File: src/rtl/ptr_cart_pkg.sv
package ptr_cart_pkg;

    // address bit roles; positions matter because they are decoded
    localparam int UPPER_BIT   = 15;
    localparam int WIN_EN_BIT  = 12;
    localparam int XSEL_BIT    = 11;
    localparam int XKIND_BIT   = 2;
    localparam int LO_SEL_BIT  = 4;   // pointer i selected by bit LO_SEL_BIT+i
    localparam int NUM_PTR     = 2;   // index 0 = low pointer, 1 = high pointer

    typedef struct packed {
        logic               win;
        logic [NUM_PTR-1:0] ptr_sel;
        logic               xrom;
        logic               xram;
    } dec_t;

endpackage

File: src/rtl/ptr_cart_decode.sv
module ptr_cart_decode
    import ptr_cart_pkg::*;
#(
    parameter int AW = 16
) (
    input  logic [AW-1:0] addr,
    output dec_t          dec
);

    logic unused_addr;
    assign unused_addr = ^addr;

    always_comb begin
        dec.win = !addr[UPPER_BIT] && addr[WIN_EN_BIT];
        for (int i = 0; i < NUM_PTR; i++) begin
            dec.ptr_sel[i] = dec.win && addr[LO_SEL_BIT + i];
        end
        dec.xrom = dec.win && addr[XSEL_BIT] && !addr[XKIND_BIT];
        dec.xram = dec.win && addr[XSEL_BIT] &&  addr[XKIND_BIT];
    end

endmodule

File: src/rtl/ptr_cart_ptr_regs.sv
module ptr_cart_ptr_regs
    import ptr_cart_pkg::*;
#(
    parameter int AW = 16,
    parameter int DW = 8
) (
    input  logic                         clk,
    input  logic                         rst_n,
    input  logic                         m2,
    input  logic [AW-1:0]                addr,
    input  logic [DW-1:0]                data,
    output logic [NUM_PTR-1:0][DW-1:0]   ptr
);

    typedef struct packed {
        logic                       m2;
        logic [AW-1:0]              addr;
        logic [DW-1:0]              data;
        logic [NUM_PTR-1:0][DW-1:0] ptr;
    } st_t;

    st_t  st_d, st_q;
    dec_t snap_dec;
    logic m2_fall;

    // decode of the bus cycle that was sampled while M2 was high
    ptr_cart_decode #(.AW(AW)) u_snap_dec (
        .addr (st_q.addr),
        .dec  (snap_dec)
    );

    assign m2_fall = st_q.m2 && !m2;

    always_comb begin
        st_d    = st_q;
        st_d.m2 = m2;
        if (m2) begin
            st_d.addr = addr;
            st_d.data = data;
        end
        for (int i = 0; i < NUM_PTR; i++) begin
            if (m2_fall && snap_dec.ptr_sel[i]) begin
                st_d.ptr[i] = st_q.data;
            end
        end
    end

    always_ff @(posedge clk or negedge rst_n) begin
        if (!rst_n) begin
            st_q <= '0;
        end else begin
            st_q <= st_d;
        end
    end

    assign ptr = st_q.ptr;

endmodule

File: src/rtl/ptr_cart_addr_map.sv
module ptr_cart_addr_map
    import ptr_cart_pkg::*;
#(
    parameter int AW      = 16,
    parameter int DW      = 8,
    parameter int MAIN_AW = 15,
    parameter int CHR_W   = 4
) (
    input  logic                       m2,
    input  logic                       romsel_n,
    input  logic                       rw,
    input  logic [AW-1:0]              addr,
    input  dec_t                       dec,
    input  logic [NUM_PTR-1:0][DW-1:0] ptr,
    output logic                       prg_rom_ce_n,
    output logic [MAIN_AW-1:0]         prg_rom_addr,
    output logic                       xrom_ce_n,
    output logic [2*DW:0]              xrom_addr,
    output logic                       xram_ce_n,
    output logic                       xram_we_n,
    output logic [2*DW-1:0]            xram_addr,
    output logic [CHR_W-1:0]           chr_bank
);

    logic [2*DW-1:0] full_ptr;
    logic            unused_dec;

    assign unused_dec = ^{dec.win, dec.ptr_sel};

    always_comb begin
        full_ptr     = {ptr[1], ptr[0]};
        prg_rom_ce_n = !(m2 && !romsel_n);
        prg_rom_addr = addr[MAIN_AW-1:0];
        xrom_ce_n    = !(m2 && dec.xrom);
        xrom_addr    = {addr[0], full_ptr};
        xram_ce_n    = !(m2 && dec.xram);
        xram_we_n    = !(m2 && dec.xram && !rw);
        xram_addr    = full_ptr;
        chr_bank     = ptr[1][DW-1 -: CHR_W];
    end

endmodule

File: src/rtl/ptr_cart_mapper.sv
module ptr_cart_mapper
    import ptr_cart_pkg::*;
#(
    parameter int AW          = 16,
    parameter int DW          = 8,
    parameter int MAIN_ROM_KB = 32,
    parameter int CHR_W       = 4,
    localparam int MAIN_AW    = $clog2(MAIN_ROM_KB * 1024),
    localparam int XROM_AW    = 2 * DW + 1,
    localparam int XRAM_AW    = 2 * DW
) (
    input  logic               clk,
    input  logic               rst_n,
    input  logic [AW-1:0]      cpu_addr,
    input  logic [DW-1:0]      cpu_data,
    input  logic               cpu_rw,
    input  logic               cpu_m2,
    input  logic               romsel_n,
    output logic               prg_rom_ce_n,
    output logic [MAIN_AW-1:0] prg_rom_addr,
    output logic               xrom_ce_n,
    output logic [XROM_AW-1:0] xrom_addr,
    output logic               xram_ce_n,
    output logic               xram_we_n,
    output logic [XRAM_AW-1:0] xram_addr,
    output logic [CHR_W-1:0]   chr_bank
);

    dec_t                       live_dec;
    logic [NUM_PTR-1:0][DW-1:0] ptr;

    ptr_cart_decode #(.AW(AW)) u_live_dec (
        .addr (cpu_addr),
        .dec  (live_dec)
    );

    ptr_cart_ptr_regs #(.AW(AW), .DW(DW)) u_regs (
        .clk   (clk),
        .rst_n (rst_n),
        .m2    (cpu_m2),
        .addr  (cpu_addr),
        .data  (cpu_data),
        .ptr   (ptr)
    );

    ptr_cart_addr_map #(
        .AW(AW), .DW(DW), .MAIN_AW(MAIN_AW), .CHR_W(CHR_W)
    ) u_map (
        .m2           (cpu_m2),
        .romsel_n     (romsel_n),
        .rw           (cpu_rw),
        .addr         (cpu_addr),
        .dec          (live_dec),
        .ptr          (ptr),
        .prg_rom_ce_n (prg_rom_ce_n),
        .prg_rom_addr (prg_rom_addr),
        .xrom_ce_n    (xrom_ce_n),
        .xrom_addr    (xrom_addr),
        .xram_ce_n    (xram_ce_n),
        .xram_we_n    (xram_we_n),
        .xram_addr    (xram_addr),
        .chr_bank     (chr_bank)
    );

endmodule

File: config.mk
export PLATFORM = sky130hd
export DESIGN_NAME = ptr_cart_mapper
export DESIGN_NICKNAME = d
export VERILOG_FILES = /design/src/rtl/ptr_cart_pkg.sv /design/src/rtl/ptr_cart_decode.sv /design/src/rtl/ptr_cart_ptr_regs.sv /design/src/rtl/ptr_cart_addr_map.sv /design/src/rtl/ptr_cart_mapper.sv
export SDC_FILE = /design/constraint.sdc
export NUM_CORES = 1
export LEC_CHECK = 0
export ABC_AREA = 1
export CAP_MARGIN = 10
export CORE_ASPECT_RATIO = 1.75
export CORE_MARGIN = 2
export CORE_UTILIZATION = 43
export CTS_CLUSTER_DIAMETER = 150
export DETAILED_ROUTE_END_ITERATION = 10
export PLACE_DENSITY = 0.86
export RECOVER_POWER = 50
export SETUP_SLACK_MARGIN = 0.4
export SYNTH_ARGS = -nofsm -noshare
export SYNTH_HDL_FRONTEND = slang
export SYNTH_SLANG_ARGS = --single-unit
File: constraint.sdc
create_clock -name clk -period 2.2 [get_ports clk]
set_clock_uncertainty 0.1 [all_clocks]
set_input_delay 0.44 -clock clk [delete_from_list [all_inputs] [get_ports clk]]
set_output_delay 0.44 -clock clk [all_outputs]
set_load 0.02 [all_outputs]
# After elaboration in Yosys (flattened, before gate mapping)
# Cells that the tools add are included.
# op_classes
n_reduce_logical,24
# ops
cell,count
1-bit logical AND,14
1-bit zero test,10
# word_totals
reg_bits,41
inputBits,29
out_inout_bits,56
elab_cells,29

# Longest topological paths before layout
# Gate-level depths: netlist of the first run.
# logic_depth
ltp_word,7
mapped_depth,5
ltp_nobuf,5

# By module
# Synthesis of the first run repeated with hierarchy kept, for this count alone.
# hier_totals
cells_unflattened,271
hier_area_um2,2302.2
# by_module_without_submodules
module,n_inst,cells_each,area_each_um2,seq_area_each_um2
ptr_cart_ptr_regs,1,191,1803.0,1026.0
ptr_cart_addr_map,1,58,414.1,0.0
ptr_cart_decode,2,11,42.5,0.0

# Worst setup path after synthesis of the first run
# No wires, ideal clock.
# synth_path
path_kind,input-to-output
from,in cpu_addr[11]
to,out xram_we_n
arrival_time_ps,945
t_required_ps,1660
setup_slack_ps,715
stages,3
path_buffers,0
path_cell_list,inv_1 > nor3_1 > nand3b_1
# synth_via
elab_chain_len,5
# synth_rtl
item,line_no,text
start: declaration,ptr_cart_mapper.sv:14,"input logic [AW-1:0] cpu_addr,"
1-bit logical AND (2 in a row),ptr_cart_decode.sv:19,dec.xram = dec.win && addr[XSEL_BIT] && addr[XKIND_BIT];
1-bit logical AND (2 in a row),ptr_cart_addr_map.sv:37,xram_we_n = !(m2 && dec.xram && !rw);
1-bit zero test,ptr_cart_addr_map.sv:37,
end: declaration,ptr_cart_mapper.sv:24,"output logic xram_we_n,"
# No other way between the ends.

==> results of run 1 <==
cell usage in the layout (no fill, tap or decap), drive strengths merged:
cell type / count
dlygate4sd2: 34
buf: 16
o21ai: 1
nand3: 1
dlymetal6s2s: 7
clkbuf: 11
dfrtp: 29
o21bai: 16
nand2: 68
or2: 1
inv: 20
clkdlybuf4s50: 13
dlygate4sd3: 1
nand3b: 1
nor2: 2
clkdlybuf4s25: 1
clkdlybuf4s15: 1
nor3: 1
worst min-delay path: cells and delay by family (launching register included):
kind | cells | cell delay, ns
flops | 1 | 0.37
simple gates | 2 | 0.11
final timing paths:
kind	from	to	cells past startpoint	slack [ns]
min reg2reg	u_regs.st_q[16]$_DFFE_PN0P_	u_regs.ptr[0]$_DFFE_PN0P_	2	0.41
max reg2reg	u_regs.st_q[39]$_DFFE_PN0P_	u_regs.ptr[11]$_DFFE_PN0P_	5	0.73
max in group asynchronous	rst_n	u_regs.st_q[36]$_DFFE_PN0P_	2	0.91
max	cpu_m2	u_regs.st_q[36]$_DFFE_PN0P_	12	0.37
min in group asynchronous	rst_n	u_regs.ptr[13]$_DFFE_PN0P_	2	0.63
min	u_regs.st_q[16]$_DFFE_PN0P_	u_regs.ptr[0]$_DFFE_PN0P_	2	0.41
cell type report:
| class | instances | area (um2) | area share (%) |
|---|---|---|---|
| Sequential cell | 29 | 726 | 34.9 |
| Timing Repair Buffer | 77 | 677 | 32.6 |
| Multi-Input combinational cell | 91 | 453 | 21.8 |
| Clock buffer | 7 | 86.3 | 4.16 |
| Inverter | 20 | 75.1 | 3.61 |
| Tap cell | 48 | 60.1 | 2.89 |
kinds of logic after synthesis:
kind of cell	share of synthesized area, %
buf+inv	29.5
flops	43.4
simple gates	19.7
compound gates	7.48
routing by layer:
metal	part of all wire (%)	wire, um	track usage (%)
met1	37	1180	15.2
met2	53	1680	27.5
met3	5.8	185	3.97
met4	3.8	122	12.5
met5	0	0	0
stage by stage:
stage                     util (%)  hold WS (ns)  TNS (ns)  cells
final                         54.8         0.411         0    272
after CTS                     55.0         0.414         0    272
after detailed placement      52.3         0.396    -0.986    256
after global placement        52.3         0.389    -0.815    256
after global routing          54.8         0.438         0    272
after floorplan                  -        0.0444         0    195
registers in the layout, summed over array words and instances (netlist names):
| signal | flops |
|---|---|
| u_regs.st_q | 13 |
| u_regs.ptr | 16 |
where the power goes:
group / switching (mW) / internal [mW] / total, mW
clock network: 0.185 / 0.247 / 0.432
registers: 0.0927 / 0.661 / 0.754
logic: 0.527 / 0.386 / 0.913
total: 0.804 / 1.29 / 2.10
what timing repair did:
item                       in CTS  in global routing
buffers inserted                9                  0
hold buffers                    0                  0
gates resized for setup        60                 14
pin swaps                       3                  0
setup endpoints to repair      42                 14
==> qor.yml, run 1 <==
status:
  status: "finished, final reports clean"
global_route:
  grt_pass1_vias: 1148
  grt_first_pass_wirelength_mm: 5.07
  antenna_found_initial: 0
  grt_max_degree: 30
  grtUsageTotal_pct: 15.8
  overflow: 0
sta:
  fin_crit_ns: 1.83
  finalSetupViolCount: 0
  slew_viol_final: 0
  hold_viol: 0
  worst_slew_pin_slew_ns: 0.705
  maxSlewHeadroom_pct: 53.0
  rsz0062_at_grt: "no"
  min_period_over_period_pct: 83.1
  max_freq_mhz: 547
  setup_slack_ns: 0.371
die:
  core_area_um2: 3790
  io_pins: 85
  floorplan.initialDensity_pct: 44.1
  die-area_um2: 4420
  die_w_um: 51.2
  rows: 30
  die_y_um: 86.5
synthesis:
  syn-num-nets: 224
  synthCells: 195
  ys.flop_type: "dfrtp_1"
  synth_edf_count: 0
  synth_area_leaders: "dfrtp_1 43%, buf_4 23%, nand2_1 15%, o21bai_1 7.2%, inv_1 4.3%"
  synth.largest_area_cell: "dfrtp_1"
  syn_area_um2: 1670
  synth_commonest_cells: "66 x nand2_1, 52 x buf_4, 29 x dfrtp_1"
  synth-warning-count: 0
  async_flop_share_pct: 100
  synth_most_common_cell: "nand2_1"
  synth.distinct_cells: 15
  ys_ff_latch: 29
  synth_area_per_cell_um2: 8.58
  synth_top_area_share_pct: 43.4
  yosysSeqAreaShare_pct: 43.4
setup_path:
  cp_cell_sequence: "clkdlybuf4s25_1 > nand2_2 > buf_4 > buf_4 > buf_4 > buf_4 > buf_4 > buf_4 > buf_4 > buf_4 > buf_4 > nand2_1"
  crit_top_cell: "buf_4"
  cp-end-kind: "flip-flop"
  critPathKind: "in2reg"
  cp.required_ns: 2.32
  cp_slowest_stage_delay_ns: 0.27
  arrival_ns: 1.95
  critPathSlowestCell: "clkdlybuf4s25_1"
  cp_num_buf_inv: 10
  path_max_fanout: 2
  worstSetupStartpointType: "input port"
  path_delay_family: "buffers and inverters"
pwr:
  power.leakage_nw: 1.14
  total_power_mw: 2.10
  powerDensity_nw_per_um2: 1010
  vdd_drop_max_mv: 0.538
clock_network:
  numCtsBuffers: 5
  h-tree-depth: 2
  clk_latency_ns: 0.28
  clockRootBuffer: "clkbuf_8"
  clk_pin_slew_ns: 0.06
  cts.sinks: 29
  cts_buffer_depth: 2
  cts_tree: "built"
job:
  drv_cap: 0
route:
  vias: 1179
  drt-initial-drc-count: 26
  routed_wl_mm: 3.17
  route.detailed.drc: 0
  antenna_left: 0
  viasPerCell: 4.33
  wl_per_cell_um: 11.7
  drtPass1Iterations: 4
final_layout:
  finalInstanceArea_um2: 2080
  nFillCells: 370
  syn_to_final_growth_pct: 24.2
  layout-drive-gt1-share_pct: 13.4
  nets: 253
  diodes: 0
place:
  io_buffers: 63
  detailed_place_hpwl_mm: 2.20
  globalplace.congestion: 0.766
  place_ws_ns: -0.270
  dpl_cell_area_um2: 1980
min_path:
  min_path_type: "reg2reg"
Power figures use the tool's default switching activity.
==> run 2, diff against run 1 <==
Settings changed: CORE_UTILIZATION 43 to 40, PLACE_DENSITY 0.86 to 0.8.
Clock period 2.2 ns to 1.9 ns, I/O delays scaled along.
==> run 2 against run 1 <==
Against the previous run: global-route usage is 1.3 points lower; via count is 1.0% higher; cell count is 1.1% higher; flip-flop and latch count stayed put; sequential power is 18% higher; register-to-register slack worse by 0.31 ns.
==> qor.yml, run 2 (synthesis gave the netlist of run 1 again) <==
status:
  status: "finished, final reports clean"
route:
  drt-initial-drc-count: 19  # -27%
  route.detailed.drc: 0  # unchanged
  antenna_left: 0  # unchanged
  vias: 1191  # +1.0%
  viasPerCell: 4.33  # about the same
  drtPass1Iterations: 4  # unchanged
  wl_per_cell_um: 11.3  # -3.1%
  routed_wl_mm: 3.11  # -2.0%
setup_path:
  worstSetupStartpointType: "input port"
  critPathSlowestCell: "or2_1"
  path_max_fanout: 2  # unchanged
  path_delay_family: "buffers and inverters"
  cp-end-kind: "output pin"
  crit_path_start: "cpu_m2"
  crit_top_cell: "clkbuf_1"
  cp_cell_sequence: "clkbuf_1 > clkbuf_1 > inv_2 > or2_1 > buf_6"
  critPathKind: "in2out"
  arrival_ns: 1.05  # -0.90 ns
  cp.required_ns: 1.42  # -0.90 ns
  r2r_start: "u_regs.st_q[39]$_DFFE_PN0P_"
  cp_slowest_stage_delay_ns: 0.23  # -0.04 ns
  cp_num_buf_inv: 4  # -6
final_layout:
  utilization_pct: 50.9  # -3.8 points
  syn_to_final_growth_pct: 24.0
  nets: 254  # +0.40%
  layout_commonest_cell: "nand2_1"
  layout_common_cells: "65 x nand2_1, 29 x dfrtp_1, 25 x clkdlybuf4s15_1"
  diodes: 0  # unchanged
  largest_reg_flops: 16  # unchanged
  layout-drive-gt1-share_pct: 15.5  # +2.1 points
global_route:
  grtUsageTotal_pct: 14.4  # -1.3 points
  antenna_found_initial: 0  # unchanged
  grt_pass1_vias: 1092  # -4.9%
  overflow: 0  # unchanged
  grt_first_pass_wirelength_mm: 4.97  # -2.0%
  grt_max_degree: 30  # unchanged
sta:
  min_period_over_period_pct: 80.6
  slew_viol_final: 0  # unchanged
  finalSetupViolCount: 0  # unchanged
  fin_crit_ns: 1.53
  maxSlewHeadroom_pct: 54.3  # +1.3 points
  hold_viol: 0  # unchanged
  worst_slew_pin_slew_ns: 0.685  # -0.0199 ns
  max_freq_mhz: 653
  final.setup.tns_ns: 0  # unchanged
  rsz0062_at_grt: "yes"
pwr:
  p_int_mw: 1.48  # +14%
  p_seq_share_pct: 36.6  # +0.7 points
  comb_power_share_pct: 43.8  # +0.3 points
  powerDensity_nw_per_um2: 1170  # +16%
  clockPowerShare_pct: 19.6  # -1.0 points
  power_switching_mw: 0.946  # +18%
  vdd_drop_max_mv: 0.590  # +9.7%
  swShare_pct: 39.0  # +0.71 points
  power.leakage_nw: 1.08  # -5.9%
clock_network:
  cts_tree: "built"
  clk_latency_ns: 0.28  # about the same
  cts.sinks: 29  # unchanged
  ctsHoldBuffers: 0  # unchanged
  numCtsBuffers: 5  # unchanged
  clk_pin_slew_ns: 0.06  # about the same
  cts_buffer_depth: 2  # unchanged
  h-tree-depth: 2  # unchanged
  clockRootBuffer: "clkbuf_8"
die:
  die_w_um: 52.9  # +3.4%
  rows: 31  # +3.3%
  die_y_um: 89.6  # +3.5%
  io_pins: 85  # unchanged
  floorplan.initialDensity_pct: 41.1  # -3.1 points
  die-area_um2: 4740  # +7.0%
  core_area_um2: 4070  # +7.4%
job:
  drv_cap: 0  # unchanged
place:
  io_buffers: 63  # unchanged
  detailed_place_hpwl_mm: 2.23  # +1.4%
  globalplace.congestion: 0.761  # -0.72%
min_path:
  worstHoldStart: "cpu_addr[15]"
  min_path_type: "in2reg"
## run 2: per-stage QoR
stage	total power, mW	worst slack (ns)	cells	hold slack (ns)	cell area [um2]
global route	2.59	0.253	275	0.354	2070
floorplan	1.91	0.535	195	-0.0156	1670
finish	2.42	0.368	275	0.344	2070
CTS	2.43	0.339	275	0.336	2090
global placement	2.12	-0.401	260	0.395	2010
detailed placement	2.14	-0.438	260	0.396	2010
## run 2: path summary, 6_finish.rpt
kind | end | slack (ns) | cells after the start
setup / recovery | prg_rom_ce_n | 0.37 | 5
hold / removal | u_regs.st_q[39]$_DFFE_PN0P_ | 0.34 | 4
setup reg to reg | u_regs.ptr[10]$_DFFE_PN0P_ | 0.42 | 5
hold reg to reg | u_regs.st_q[18]$_DFFE_PN0P_ | 0.41 | 2
max in group asynchronous | u_regs.ptr[2]$_DFFE_PN0P_ | 0.69 | 2
min in group asynchronous | u_regs.ptr[10]$_DFFE_PN0P_ | 0.57 | 2
## run 2: repair_timing
action	CTS	global route
resized for setup	96	30
setup buffers	7	0
setup endpoints to repair	61	28
pin swaps	5	4
## run 2: worst register-to-register path: stages (launching register included)
cell	delay, ns
dfrtp_1	0.36
inv_1	0.11
nand3_4	0.20
nor2_1	0.44
nand2_1	0.13
nand2_1	0.10
## run 2: per-layer routing
layer,GRT usage [%],wire [um],vias to the layer above
met5,0,0,-
met4,8.62,78,0
met3,3.51,157,8
met2,24.8,1700,42
met1,15.7,1170,550
li1,-,-,591
## run 2: power by group through the flow
stage	Sequential, mW	Clock (mW)	Combinational, mW
after detailed placement	0.905	0	1.24
after global routing	0.910	0.509	1.17
after floorplan	0.869	0	1.04
final	0.887	0.475	1.06
after CTS	0.885	0.484	1.06
after global placement	0.895	0	1.23
## run 2: layout make-up
class                   count  area [um2]
repair buffers             78         677
inverters                  20        75.1
fillers                   395        2000
well taps                  49        61.3
flip-flops and latches     29         726
clock inverters             2        10.0
clock buffers               6        72.6
multi-input cells          91         453
==> run 3, diff against run 2 <==
Settings changed: CORE_UTILIZATION 40 to 36, PLACE_DENSITY 0.8 to 0.76.
Clock period 1.9 ns to 1.4 ns, I/O delays scaled along.
==> run 3 against run 2 <==
Against the previous run: register-to-register slack got worse by 0.17 ns; global-route usage fell by 1.5 points; setup slack got worse by 0.21 ns; power rose by 59%; die area rose by 10%; first-iteration DRC count fell by 37%; wire length rose by 0.39%; clock power rose by 58%; non-clock buffer count rose by 7; final area rose by 9.2%; critical path depth fell by 4; critical path type is now reg2out.
==> qor.yml, run 3 (synthesis gave the netlist of run 1 again) <==
status:
  status: "finished, final reports clean"
clock_network:
  clockRootBuffer: "clkbuf_8"
  numCtsBuffers: 5  # unchanged
  cts.sinks: 29  # unchanged
  h-tree-depth: 2  # unchanged
  cts_tree: "built"
  cts_buffer_depth: 2  # unchanged
  ctsHoldBuffers: 0  # unchanged
  clk_latency_ns: 0.28  # about the same
  clk_pin_slew_ns: 0.06  # about the same
setup_path:
  path_delay_family: "flip-flops"
  cp_num_buf_inv: 1  # -3
  cp_slowest_stage_delay_ns: 0.41  # +0.18 ns
  cp-end-kind: "output pin"
  path_max_fanout: 4  # +2
  arrival_ns: 0.86  # -0.19 ns
  cp.required_ns: 1.02  # -0.40 ns
  critPathKind: "reg2out"
  cp_cell_sequence: "buf_2"
  worstSetupStartpointType: "flip-flop"
  critPathSlowestCell: "dfrtp_1"
route:
  route.detailed.drc: 0  # unchanged
  viasPerCell: 4.20  # -3.1%
  drt-initial-drc-count: 12  # -7
  routed_wl_mm: 3.12  # +0.39%
  wl_per_cell_um: 10.9  # -3.1%
  drtPass1Iterations: 4  # unchanged
  antenna_left: 0  # unchanged
  vias: 1196  # +0.42%
pwr:
  power.leakage_nw: 1.16  # +8.1%
  total_power_mw: 3.86  # +59%
  p_int_mw: 2.46  # +67%
  swShare_pct: 36.2  # -2.8 points
  clockPowerShare_pct: 19.4  # -0.2 points
  p_seq_share_pct: 32.9  # -3.7 points
  vdd_drop_max_mv: 0.964  # +63%
  comb_power_share_pct: 47.7  # +3.9 points
  power_switching_mw: 1.40  # +48%
  powerDensity_nw_per_um2: 1700  # +46%
global_route:
  overflow: 0  # unchanged
  grtUsageTotal_pct: 12.9  # -1.5 points
  antenna_found_initial: 0  # unchanged
  grt_first_pass_wirelength_mm: 5.14  # +3.5%
  grt_max_degree: 30  # unchanged
  grt_pass1_vias: 1133  # +3.8%
sta:
  hold_viol: 0  # unchanged
  worst_hold_slack_ns: 0.204  # -0.140 ns
  rsz0062_at_grt: "yes"
  max_freq_mhz: 805
  finalSetupViolCount: 0  # unchanged
  worst_slew_pin_slew_ns: 0.689  # +0.00373 ns
  maxSlewHeadroom_pct: 54.1  # -0.25 points
  min_period_over_period_pct: 88.7
  slew_viol_final: 0  # unchanged
  fin_crit_ns: 1.24
die:
  die-area_um2: 5230  # +10%
  rows: 32  # +3.2%
  core_area_um2: 4440  # +9.1%
  io_pins: 85  # unchanged
  die_y_um: 94.2  # +5.2%
  floorplan.initialDensity_pct: 37.6  # -3.4 points
  die_w_um: 55.5  # +5.0%
final_layout:
  finalInstanceArea_um2: 2270  # +9.2%
  largest_reg_flops: 16  # unchanged
  layout_commonest_cell: "nand2_1"
  syn_to_final_growth_pct: 35.5
  diodes: 0  # unchanged
  utilization_pct: 51.0  # about the same
  layout-drive-gt1-share_pct: 39.7  # +24 points
  nets: 262  # +3.1%
  layout_common_cells: "62 x nand2_1, 39 x buf_6, 27 x dfrtp_1"
  fin_cells: 285  # +3.6%
place:
  dp_cells: 264  # +1.5%
  globalplace.congestion: 0.750  # -1.4%
  io_buffers: 63  # unchanged
  dpl_cell_area_um2: 2070  # +3.1%
  detailed_place_hpwl_mm: 2.24  # +0.53%
job:
  drv_cap: 0  # unchanged
min_path:
  min_path_type: "in2reg"
[run 3: cell types whose count changed in the layout (fill, tap and decap cells not counted), sizes merged, moves of 2 or more]
| cell | previous run | this run |
|---|---|---|
| buf | 18 | 63 |
| clkdlybuf4s15 | 25 | 0 |
| dlygate4sd2 | 14 | 1 |
| clkbuf | 15 | 19 |
| dlymetal6s2s | 2 | 0 |
[run 3: power groups by stage]
| stage | Combinational (mW) | Clock (mW) | Sequential [mW] |
|---|---|---|---|
| after global placement | 1.69 | 0 | 1.22 |
| final | 1.84 | 0.749 | 1.27 |
| after detailed placement | 1.70 | 0 | 1.23 |
| after CTS | 1.80 | 0.762 | 1.27 |
| after global routing | 1.96 | 0.808 | 1.30 |
| after floorplan | 1.41 | 0 | 1.18 |
[run 3: final timing paths]
check	slack [ns]	depth (start not counted)	endpoint	start
min reg2reg	0.40	2	u_regs.ptr[13]$_DFFE_PN0P_	u_regs.st_q[21]$_DFFE_PN0P_
max reg2reg	0.25	5	u_regs.ptr[1]$_DFFE_PN0P_	u_regs.st_q[39]$_DFFE_PN0P_
min in group asynchronous	0.47	2	u_regs.ptr[5]$_DFFE_PN0P_	rst_n
max	0.16	1	chr_bank[1]	u_regs.ptr[13]$_DFFE_PN0P_
min	0.20	4	u_regs.st_q[39]$_DFFE_PN0P_	cpu_addr[15]
max in group asynchronous	0.25	2	u_regs.ptr[15]$_DFFE_PN0P_	rst_n
[run 3: metal layers]
| layer | global-route usage, % | up-vias | part of all wire [%] |
|---|---|---|---|
| met2 | 23.2 | 39 | 56 |
| met4 | 8.33 | 0 | 3.4 |
| met3 | 3.03 | 13 | 5.7 |
| met1 | 13.2 | 531 | 35 |
| met5 | 0 | - | 0 |
| li1 | - | 613 | - |
[run 3: timing repair]
| action | in CTS | in global routing |
|---|---|---|
| gates resized for setup | 283 | 20 |
| cloned | 1 | 0 |
| pin swaps | 20 | 8 |
| endpoints found under the setup margin | 74 | 59 |
| setup buffers | 9 | 3 |
[run 3: area by class of cell]
cell class / instances / area, um2
inverter: 20 / 90.1
clock inverter: 1 / 5.00
tap: 51 / 63.8
timing repair buffer: 85 / 790
clock buffer: 7 / 96.3
multi-input combinational: 92 / 493
fill: 419 / 2180
sequential: 29 / 728
[run 3: stage by stage]
stage	worst slack (ns)	TNS, ns
detailed placement	-0.728	-11.64
global route	0.0901	0
CTS	0.136	0
global placement	-0.700	-11.13
finish	0.158	0
floorplan	0.324	0
